`config.mk`:
```
export PLATFORM = sky130hd
export DESIGN_NAME = sd_cmd_path
export DESIGN_NICKNAME = d
export VERILOG_FILES = /design/src/rtl/sdcmd_pkg.sv /design/src/rtl/sdcmd_crc7.sv /design/src/rtl/sdcmd_tx.sv /design/src/rtl/sdcmd_rx.sv /design/src/rtl/sd_cmd_path.sv
export SDC_FILE = /design/constraint.sdc
export NUM_CORES = 1
export LEC_CHECK = 0
export BUFFER_PORTS_ARGS = -buffer_cell sky130_fd_sc_hd__buf_2
export CORE_MARGIN = 5
export CORE_UTILIZATION = 47
export DETAILED_ROUTE_END_ITERATION = 16
export GPL_ROUTABILITY_DRIVEN = 0
export PLACE_DENSITY_LB_ADDON = 0.05
export SLEW_MARGIN = 10
export SYNTH_ARGS = -nofsm -noshare
export SYNTH_HDL_FRONTEND = slang
export SYNTH_SLANG_ARGS = --single-unit
export TNS_END_PERCENT = 50
```
`constraint.sdc`:
```
create_clock -name clk -period 15 [get_ports clk]
set_input_delay 0.75 -clock clk [delete_from_list [all_inputs] [get_ports clk]]
set_output_delay 0.75 -clock clk [all_outputs]
set_load 0.1 [all_outputs]
```
`src/rtl/sdcmd_pkg.sv`:
```
package sdcmd_pkg;

  typedef enum logic [1:0] {
    ST_IDLE = 2'd0,
    ST_SEND = 2'd1,
    ST_WAIT = 2'd2,
    ST_RECV = 2'd3
  } cmd_state_e;

  localparam int CRC_W = 7;

  // command word fields
  localparam int CW_RESP = 6;
  localparam int CW_LONG = 7;
  localparam int CW_EN   = 10;

  // status positions (decoded by software, kept fixed)
  localparam int SB_CRCFAIL = 0;
  localparam int SB_TIMEOUT = 2;
  localparam int SB_RESPEND = 6;
  localparam int SB_SENT    = 7;
  localparam int SB_BUSY    = 11;

  function automatic logic [CRC_W-1:0] crc7_step(input logic [CRC_W-1:0] c, input logic b);
    logic fb;
    fb = b ^ c[CRC_W-1];
    return {c[CRC_W-2:0], 1'b0} ^ (fb ? 7'h09 : 7'h00);
  endfunction

  function automatic logic [CRC_W-1:0] crc7_bits(input logic [63:0] d, input int n);
    logic [CRC_W-1:0] c;
    c = '0;
    for (int k = 63; k >= 0; k--) begin
      if (k < n) c = crc7_step(c, d[k]);
    end
    return c;
  endfunction

endpackage

```
`src/rtl/sdcmd_crc7.sv`:
```
module sdcmd_crc7 import sdcmd_pkg::*; (
  input  logic             clk,
  input  logic             rst_n,
  input  logic             clear,
  input  logic             en,
  input  logic             din,
  output logic [CRC_W-1:0] crc
);

  logic [CRC_W-1:0] crc_q, crc_d;

  always_comb begin
    crc_d = crc_q;
    if (clear)   crc_d = '0;
    else if (en) crc_d = crc7_step(crc_q, din);
  end

  always_ff @(posedge clk or negedge rst_n) begin
    if (!rst_n) crc_q <= '0;
    else        crc_q <= crc_d;
  end

  assign crc = crc_q;

endmodule

```
`src/rtl/sdcmd_tx.sv`:
```
module sdcmd_tx #(
  parameter int FRAME_W = 48
) (
  input  logic               clk,
  input  logic               rst_n,
  input  logic               load,
  input  logic [FRAME_W-1:0] frame,
  input  logic               shift,
  output logic               bit_out,
  output logic               last
);

  localparam int CNT_W = $clog2(FRAME_W);
  localparam logic [CNT_W-1:0] TOP = CNT_W'(FRAME_W - 1);

  logic [FRAME_W-1:0] sh_q, sh_d;
  logic [CNT_W-1:0]   cnt_q, cnt_d;

  always_comb begin
    sh_d  = sh_q;
    cnt_d = cnt_q;
    if (load) begin
      sh_d  = frame;
      cnt_d = TOP;
    end else if (shift) begin
      sh_d = {sh_q[FRAME_W-2:0], 1'b1};
      if (cnt_q != '0) cnt_d = cnt_q - CNT_W'(1);
    end
  end

  always_ff @(posedge clk or negedge rst_n) begin
    if (!rst_n) begin
      sh_q  <= '1;
      cnt_q <= '0;
    end else if (load || shift) begin
      sh_q  <= sh_d;
      cnt_q <= cnt_d;
    end
  end

  assign bit_out = sh_q[FRAME_W-1];
  assign last    = (cnt_q == '0);

endmodule

```
`src/rtl/sdcmd_rx.sv`:
```
module sdcmd_rx import sdcmd_pkg::*; #(
  parameter int SHORT_W  = 48,
  parameter int LONG_W   = 136,
  parameter int CRC_SPAN = 39
) (
  input  logic              clk,
  input  logic              rst_n,
  input  logic              arm,
  input  logic              sample,
  input  logic              long_mode,
  input  logic              din,
  output logic [LONG_W-2:0] body,
  output logic              done,
  output logic              crc_ok
);

  localparam int BODY_W = LONG_W - 1;
  localparam int CNT_W  = $clog2(LONG_W);
  localparam logic [CNT_W-1:0] SHORT_LAST = CNT_W'(SHORT_W - 2);
  localparam logic [CNT_W-1:0] LONG_LAST  = CNT_W'(LONG_W - 2);
  localparam logic [CNT_W-1:0] SPAN       = CNT_W'(CRC_SPAN);

  logic [BODY_W-1:0] sh_q, sh_d;
  logic [CNT_W-1:0]  cnt_q, cnt_d;
  logic              done_q, done_d;
  logic [CNT_W-1:0]  last_idx;
  logic [CRC_W-1:0]  crc_v;

  assign last_idx = long_mode ? LONG_LAST : SHORT_LAST;

  always_comb begin
    sh_d   = sh_q;
    cnt_d  = cnt_q;
    done_d = 1'b0;
    if (arm) begin
      sh_d  = '0;
      cnt_d = '0;
    end else if (sample) begin
      sh_d   = {sh_q[BODY_W-2:0], din};
      cnt_d  = cnt_q + CNT_W'(1);
      done_d = (cnt_q == last_idx);
    end
  end

  always_ff @(posedge clk or negedge rst_n) begin
    if (!rst_n) begin
      sh_q   <= '0;
      cnt_q  <= '0;
      done_q <= 1'b0;
    end else begin
      done_q <= done_d;
      if (arm || sample) begin
        sh_q  <= sh_d;
        cnt_q <= cnt_d;
      end
    end
  end

  sdcmd_crc7 u_crc (
    .clk   (clk),
    .rst_n (rst_n),
    .clear (arm),
    .en    (sample && !arm && (cnt_q < SPAN)),
    .din   (din),
    .crc   (crc_v)
  );

  assign body   = sh_q;
  assign done   = done_q;
  assign crc_ok = (crc_v == sh_q[CRC_W:1]);

endmodule

```
`src/rtl/sd_cmd_path.sv`:
```
module sd_cmd_path import sdcmd_pkg::*; #(
  parameter int TIMEOUT_TICKS = 64,
  parameter int OCR_INDEX     = 41,
  parameter int ARG_W         = 32,
  parameter int IDX_W         = 6,
  parameter int RESP_WORDS    = 4
) (
  input  logic             clk,
  input  logic             rst_n,
  input  logic             card_tick,
  input  logic             arg_we,
  input  logic [ARG_W-1:0] arg_wdata,
  input  logic             cmdw_we,
  input  logic [10:0]      cmdw_wdata,
  input  logic             clr_we,
  input  logic [10:0]      clr_wdata,
  input  logic             cmd_in,
  output logic             cmd_out,
  output logic             cmd_oe,
  output logic [11:0]      status,
  output logic [31:0]      resp0,
  output logic [31:0]      resp1,
  output logic [31:0]      resp2,
  output logic [31:0]      resp3
);

  localparam int HEAD_W   = 2 + IDX_W + ARG_W;
  localparam int FRAME_W  = HEAD_W + CRC_W + 1;
  localparam int LONG_W   = 8 + RESP_WORDS * 32;
  localparam int BODY_W   = LONG_W - 1;
  localparam int TMR_W    = $clog2(TIMEOUT_TICKS);
  localparam logic [TMR_W-1:0] TMR_LAST = TMR_W'(TIMEOUT_TICKS - 1);
  localparam logic [IDX_W-1:0] OCR_IDX  = IDX_W'(OCR_INDEX);

  // reset: asserted asynchronously, released on the clock
  logic [1:0] rs_q;
  logic       rst_n_i;
  always_ff @(posedge clk or negedge rst_n) begin
    if (!rst_n) rs_q <= 2'b00;
    else        rs_q <= {rs_q[0], 1'b1};
  end
  assign rst_n_i = rs_q[1];

  cmd_state_e       state_q, state_d;
  logic [TMR_W-1:0] tmr_q, tmr_d;
  logic [ARG_W-1:0] arg_q;
  logic [IDX_W-1:0] idx_q;
  logic             rexp_q, long_q;
  logic             f_crc_q, f_to_q, f_re_q, f_sent_q;
  logic             set_crc, set_to, set_re, set_sent;
  logic             launch, abort;
  logic             tx_load, tx_bit, tx_last;
  logic             rx_arm, rx_done, rx_ok;
  logic [BODY_W-1:0] rx_body;
  logic             resp_load;
  logic [FRAME_W-1:0] frame;
  logic [IDX_W-1:0]   new_idx;
  logic [31:0]        resp_q [RESP_WORDS];

  assign new_idx = cmdw_wdata[IDX_W-1:0];
  assign launch  = cmdw_we && cmdw_wdata[CW_EN] && (state_q == ST_IDLE);
  assign abort   = cmdw_we && !cmdw_wdata[CW_EN] && (state_q != ST_IDLE);
  assign frame   = {2'b01, new_idx, arg_q,
                    crc7_bits(64'({2'b01, new_idx, arg_q}), HEAD_W), 1'b1};

  // next-state logic
  always_comb begin
    state_d   = state_q;
    tmr_d     = tmr_q;
    tx_load   = 1'b0;
    rx_arm    = 1'b0;
    resp_load = 1'b0;
    set_crc   = 1'b0;
    set_to    = 1'b0;
    set_re    = 1'b0;
    set_sent  = 1'b0;
    unique case (state_q)
      ST_IDLE: begin
        if (launch) begin
          state_d = ST_SEND;
          tx_load = 1'b1;
        end
      end
      ST_SEND: begin
        if (abort) state_d = ST_IDLE;
        else if (card_tick && tx_last) begin
          if (rexp_q) begin
            state_d = ST_WAIT;
            tmr_d   = '0;
          end else begin
            state_d  = ST_IDLE;
            set_sent = 1'b1;
          end
        end
      end
      ST_WAIT: begin
        if (abort) state_d = ST_IDLE;
        else if (card_tick) begin
          if (!cmd_in) begin
            state_d = ST_RECV;
            rx_arm  = 1'b1;
          end else if (tmr_q == TMR_LAST) begin
            state_d = ST_IDLE;
            set_to  = 1'b1;
          end else begin
            tmr_d = tmr_q + TMR_W'(1);
          end
        end
      end
      ST_RECV: begin
        if (abort) state_d = ST_IDLE;
        else if (rx_done) begin
          state_d   = ST_IDLE;
          resp_load = 1'b1;
          if (long_q || (idx_q == OCR_IDX) || rx_ok) set_re = 1'b1;
          else                                       set_crc = 1'b1;
        end
      end
      default: state_d = ST_IDLE;
    endcase
  end

  always_ff @(posedge clk or negedge rst_n_i) begin
    if (!rst_n_i) begin
      state_q <= ST_IDLE;
      tmr_q   <= '0;
    end else begin
      state_q <= state_d;
      tmr_q   <= tmr_d;
    end
  end

  always_ff @(posedge clk or negedge rst_n_i) begin
    if (!rst_n_i) arg_q <= '0;
    else if (arg_we) arg_q <= arg_wdata;
  end

  always_ff @(posedge clk or negedge rst_n_i) begin
    if (!rst_n_i) begin
      idx_q  <= '0;
      rexp_q <= 1'b0;
      long_q <= 1'b0;
    end else if (launch) begin
      idx_q  <= new_idx;
      rexp_q <= cmdw_wdata[CW_RESP];
      long_q <= cmdw_wdata[CW_RESP] && cmdw_wdata[CW_LONG];
    end
  end

  // sticky flags: a set in the same cycle wins over a clear
  always_ff @(posedge clk or negedge rst_n_i) begin
    if (!rst_n_i) begin
      f_crc_q  <= 1'b0;
      f_to_q   <= 1'b0;
      f_re_q   <= 1'b0;
      f_sent_q <= 1'b0;
    end else begin
      f_crc_q  <= set_crc  | (f_crc_q  & ~(clr_we & clr_wdata[SB_CRCFAIL]));
      f_to_q   <= set_to   | (f_to_q   & ~(clr_we & clr_wdata[SB_TIMEOUT]));
      f_re_q   <= set_re   | (f_re_q   & ~(clr_we & clr_wdata[SB_RESPEND]));
      f_sent_q <= set_sent | (f_sent_q & ~(clr_we & clr_wdata[SB_SENT]));
    end
  end

  sdcmd_tx #(.FRAME_W(FRAME_W)) u_tx (
    .clk     (clk),
    .rst_n   (rst_n_i),
    .load    (tx_load),
    .frame   (frame),
    .shift   (card_tick && (state_q == ST_SEND) && !abort),
    .bit_out (tx_bit),
    .last    (tx_last)
  );

  sdcmd_rx #(.SHORT_W(FRAME_W), .LONG_W(LONG_W), .CRC_SPAN(HEAD_W - 1)) u_rx (
    .clk       (clk),
    .rst_n     (rst_n_i),
    .arm       (rx_arm),
    .sample    (card_tick && (state_q == ST_RECV) && !rx_done),
    .long_mode (long_q),
    .din       (cmd_in),
    .body      (rx_body),
    .done      (rx_done),
    .crc_ok    (rx_ok)
  );

  // response words: word 0 takes the short payload, all take the long body
  for (genvar g = 0; g < RESP_WORDS; g++) begin : g_resp
    localparam int HI = (RESP_WORDS - g) * 32 - 1;
    always_ff @(posedge clk or negedge rst_n_i) begin
      if (!rst_n_i) resp_q[g] <= '0;
      else if (resp_load && long_q) resp_q[g] <= rx_body[HI -: 32];
      else if (resp_load && (g == 0)) resp_q[g] <= rx_body[CRC_W+32:CRC_W+1];
    end
  end

  always_comb begin
    status             = '0;
    status[SB_CRCFAIL] = f_crc_q;
    status[SB_TIMEOUT] = f_to_q;
    status[SB_RESPEND] = f_re_q;
    status[SB_SENT]    = f_sent_q;
    status[SB_BUSY]    = (state_q != ST_IDLE);
  end

  assign cmd_oe  = (state_q == ST_SEND);
  assign cmd_out = (state_q == ST_SEND) ? tx_bit : 1'b1;
  assign resp0   = resp_q[0];
  assign resp1   = resp_q[1];
  assign resp2   = resp_q[2];
  assign resp3   = resp_q[3];

endmodule

```
; After elaboration in Yosys (flattened, before gate mapping)
; Index checks and enable logic that the tools add are counted.
; Widths: inputs -> output; s select.
[word_totals]
latchBits = 0
inputBits = 61
n_memories = 0
elab_cells = 274
mem_bits_ro = 0
regBits = 380
ramBits = 0
[op_classes]
magnitude_cmp = 1
n_eq_ne = 19
n_mul = 0
n_reduce_logical = 36
n_mux = 101
div_mod_pow = 0
addsub = 3
bitwise_logic = 93
shifts = 0
[ops]
columns = cell, n
row1 = $xor 7x4->7, 37
row2 = $mux 128, 2
row3 = $mux 4, 39
row4 = $mux 48, 2
row5 = $mux 32, 2
row6 = $mux 6, 10
row7 = $xor 1x1->1, 36
row8 = $mux 1, 29
row9 = $mux 8, 3
row10 = $mux 2, 10
row11 = $mux 7, 2
row12 = $reduce_bool 2->1, 7
row13 = $logic_and 1x1->1, 13
row14 = $eq 6x6->1 const B, 2
row15 = $ne 2x2->1 const B, 6
row16 = $pmux 6 s2, 1
row17 = $add 8x1->8 const B, 1
row18 = $and 1x1->1, 8
row19 = $eq 8x8->1, 1
row20 = $lt 8x6->1 const B, 1
row21 = $pmux 2 s4, 1
row22 = $reduce_and 8->1, 1
row23 = $eq 7x7->1, 1
row24 = $add 6x1->6 const B, 1
row25 = 21 further kinds, 37

; Longest topological paths before layout
[depth]
ltp_word = 110
mapped_depth = 9

; Modules after synthesis
; A second synthesis with hierarchy kept.
[hier_totals]
cells_unflattened = 1363
hier_area_um2 = 16900.0
[modules_own_cells]
columns = module, cells_per_inst, n_inst, area_each_um2, seq_area_each_um2
row1 = sd_cmd_path, 591, 1, 7988.9, 4554.4
row2 = sdcmd_rx, 495, 1, 5958.2, 3603.5
row3 = sdcmd_tx, 249, 1, 2645.0, 1411.4
row4 = sdcmd_crc7, 28, 1, 307.8, 175.2

; Worst setup path before layout
; OpenSTA, ideal clock, no wires.
[synth_path]
path_type = register -> output
startpoint = register state_q[0]
endpoint = output cmd_out
stages_incl_launch_ff = 3
n_path_buf = 0
required_ns = 14.250
slack_ns = 11.223
arrival_time_ns = 3.027
path_cell_list = dfrtp_1 -> nor2b_1 -> nand2b_1
[synth_via]
elab_chain_len = 2
[synth_lines]
columns = element, line
row1 = "start, declared", sd_cmd_path.sv:44  ; cmd_state_e state_q, state_d;
row2 = "start signal, assigned", sd_cmd_path.sv:128  ; state_q <= state_d;
row3 = $eq 2x1->1, --
row4 = net cmd_oe, sd_cmd_path.sv:19  ; output logic cmd_oe,
row5 = $mux 1, sd_cmd_path.sv:207  ; assign cmd_out = (state_q == ST_SEND) ? tx_bit : 1'b1;
row6 = "end, declared", sd_cmd_path.sv:18  ; output logic cmd_out,
; The timed path passes the listed nets, and every way through them passes these cells.

; Final worst setup path
[layout_path]
startpoint = register state_q[1]
endpoint = register u_rx.cnt_q[5]
[layout_via]
elab_chain_len = 6
[layout_lines]
columns = element, line
row1 = $reduce_bool 2->1, sd_cmd_path.sv:62  ; assign abort = cmdw_we && !cmdw_wdata[CW_EN] && (state_q != ST_IDLE);
row2 = $logic_and 1x1->1, sd_cmd_path.sv:62
row3 = $mux 1, sd_cmd_path.sv:97  ; if (abort) state_d = ST_IDLE;
row4 = $mux 1, sd_cmd_path.sv:77  ; unique case (state_q)
row5 = $reduce_bool 2->1 (no source line) or $logic_or 1x1->1 (tied branches), --
row6 = $reduce_and 2->1 (no source line), --
row7 = "end signal, assigned", sdcmd_rx.sv:54  ; cnt_q <= cnt_d;
row8 = "end, declared", sdcmd_rx.sv:24  ; logic [CNT_W-1:0] cnt_q, cnt_d;
; Several ways; a longest one is shown, not always the timed one.
; A chain may end at the register's enable or synchronous reset.

==> results.sh <==
export IMPL_row_count=68
export IMPL_die_area_sq_mm=0.03858
export IMPL_fin_crit_ns=3.430
export IMPL_layout_drive_gt1_share_pct=27.32
export IMPL_slew_headroom_pct=26.94
export IMPL_synth_edf_count=0
export IMPL_seq_area_frac_synth_pct=58.42
export IMPL_area_delta_synth_final_pct=15.66
export IMPL_rsz0062_at_grt="no"
export IMPL_finalSetupViolations=0
export IMPL_cts_max_level=2
export IMPL_grt_overflow=0
export IMPL_io_pins=203
export IMPL_grt_pass1_wl_microns=58820
export IMPL_fmax_ghz=0.2915
export IMPL_wl_per_cell_microns=16.68
export IMPL_netlist_area_sq_mm=0.01633
export IMPL_layout_common_cells="416 x nand2_1, 330 x dfrtp_1, 186 x buf_2, 185 x o21ai_0, 130 x mux2_2"
export IMPL_tns_ns=0
export IMPL_numClockSinks=379
export IMPL_layout_nets=1696
export IMPL_cp_start_kind="flip-flop"
export IMPL_die_h_microns=196.4
export IMPL_grt_max_degree=169
export IMPL_insertion_delay_ns=0.52
export IMPL_fin_crit_sh_pct=22.87
export IMPL_holdWs_ns=0.3504
export IMPL_cp_required_ns=15.38
export IMPL_synth_ff_type="dfrtp_1"
export IMPL_clk_pin_slew_ns=0.06
export IMPL_finalMaxSlewViolations=0
export IMPL_finClkSkew_ns=0.01663
export IMPL_postSynthCellCount=1485
export IMPL_cp_arrival_ns=3.81
export IMPL_worstMarginPinSlew_ns=1.093
export IMPL_cts_buffers=41
export IMPL_cp_slowest_cell="buf_4"
export IMPL_clockBufferDepth=3
export IMPL_cts_resized=0
export IMPL_p_per_area_mw_per_mm2=140.0
export IMPL_root_buffer="clkbuf_16"
export IMPL_dp_hpwl_microns=21730
export IMPL_yosysWarnings=0
export IMPL_cap_violations=0
export IMPL_leakage_nw=9.221
export IMPL_ir_worst_vdd_mv=0.1248
export IMPL_cp_end_kind="flip-flop"
export IMPL_path_cells="nand2_1 -> nor3_2 -> buf_4 -> buf_4 -> nor2_1 -> o21ai_0 -> o21ai_0"
export IMPL_antenna_found_initial=0
export IMPL_die_x_microns=196.4
export IMPL_antenna_cells=0
export IMPL_ys_types=54
export IMPL_dr_pass1_iters=5
export IMPL_antenna_left=0
export IMPL_hold_viol_final=0
export IMPL_num_vias=10900
export IMPL_hold_path_class="flip-flop to flip-flop"
export IMPL_status="complete, no violations"
export IMPL_gr_usage_all_layers_pct=18.27
export IMPL_crit_path_max_fanout=87
export IMPL_drc=0
export IMPL_drt_initial_drc_count=535
export IMPL_core_area_sq_mm=0.03446
export IMPL_start_util_pct=47.40
export IMPL_cts_tree="yes"
export IMPL_worst_r2r_setup_slack_ns=11.57
export IMPL_fillers=3043
export IMPL_synth_seq_cells=379
export IMPL_slowest_delay_ns=0.80
export IMPL_async_flop_share_pct=100.0
export IMPL_layout_commonest_cell="nand2_1"
export IMPL_critPathKind="flip-flop to flip-flop"
export IMPL_port_buffers=186
export IMPL_viasPerCell=5.158
export IMPL_drt_wl_total_microns=35240
export IMPL_synth_avg_cell_area_sq_um=11.00
export IMPL_grt_pass1_vias=10860
[critical path, delay by kind of cell, from the launching register on]
kind	cells	cell delay, ns
AO/OA/AOI/OAI	2	0.32
buffers and inverters	2	1.30
flip-flops	1	0.56
AND/OR/NAND/NOR	3	1.06
[power breakdown]
group | leakage [nW] | switching, W | internal (W) | total, W
combinational | 3.56 | 0.000223 | 0.000257 | 0.000480
sequential | 5.02 | 0.0000524 | 0.00113 | 0.00119
clock | 0.645 | 0.000389 | 0.000590 | 0.000978
total | 9.22 | 0.000664 | 0.00198 | 0.00265
[synthesized netlist by cell type, drive strengths merged, types with 5 or more instances]
| cell type | n | area (sq um) |
|---|---|---|
| dfstp | 47 | 1235 |
| a22oi | 35 | 262.8 |
| xor2 | 13 | 113.9 |
| inv | 9 | 33.78 |
| mux2i | 40 | 400.4 |
| nand2 | 417 | 1565 |
| clkbuf | 77 | 289.0 |
| o21ai | 192 | 960.9 |
| mux2 | 130 | 1464 |
| and3 | 10 | 62.56 |
| nand3 | 8 | 40.04 |
| xnor3 | 19 | 432.9 |
| xnor2 | 41 | 400.4 |
| dfrtp | 332 | 8308 |
| nand4 | 5 | 31.28 |
| nor2 | 27 | 101.4 |
| buf | 25 | 148.9 |
[per-layer routing]
metal	share of wire (%)	wire [microns]	GRT usage [%]	vias to the layer above
met5	0	0	0	-
met3	5.5	1924	3.880	46
li1	-	-	-	5274
met2	46	16040	27.90	202
met1	47	16480	26.90	5377
met4	2.3	799	4.706	0
[state kept, by name, indices dropped and copies added, names as in the netlist, 2 cells and up]
signal	flops
u_rx.u_crc.crc	7
u_tx.cnt_q	6
u_rx.body	128
resp2	32
tmr_q	6
rs_q	2
u_rx.cnt_q	8
resp0	32
resp3	32
arg_q	32
idx_q	6
u_tx.sh_q	47
state_q	2
resp1	32
[stage by stage]
step / util (%) / worst slack (ns) / std cells / total power (W) / cell area [sq um]
CTS: 54.83 / 11.52 / 2113 / 0.002682 / 18890
floorplan: - / 3.737 / 1491 / 0.001593 / 16360
detailed placement: 51.01 / 11.02 / 2042 / 0.001682 / 17580
global route: 54.83 / 11.19 / 2113 / 0.002773 / 18890
global placement: 51.01 / 11.00 / 2042 / 0.001681 / 17580
finish: 54.83 / 11.57 / 2113 / 0.002645 / 18890
[final timing paths]
path                            cells after the start  startpoint       endpoint
worst max register to register                      7  state_q[1]  u_rx.cnt_q[5]
worst min-delay path                                0     rs_q[0]        rs_q[1]
min in group asynchronous                           0     rs_q[1]      resp2[23]
worst min register to register                      0     rs_q[0]        rs_q[1]
worst max-delay path                                7  state_q[1]  u_rx.cnt_q[5]
max in group asynchronous                           1     rs_q[1]         long_q
[cells by family after synthesis]
logic type / synth area share, %
muxes: 11.41
AOI/OAI and AO/OA: 8.740
other: 0.04598
adders and majority gates: 0.3064
xor gates and xnor gates: 6.243
buffers and inverters: 2.888
and+or+nand+nor: 11.94
DFF: 58.42
[cell type report]
class | instances | area [sq um] | area share [%]
timing repair buffer | 199 | 1056 | 5.590
sequential | 379 | 9548 | 50.54
inverter | 9 | 33.78 | 0.1788
clock buffer | 63 | 1219 | 6.451
clock inverter | 7 | 85.08 | 0.4504
multi-input combinational | 1001 | 6381 | 33.78
tap | 455 | 569.3 | 3.013
[what timing repair did]
item / in CTS / in global routing
hold buffers: 1 / 0
buffers inserted: 0 / 0
endpoints found under the hold margin: 2 / 0
Power figures use the tool's default switching activity.
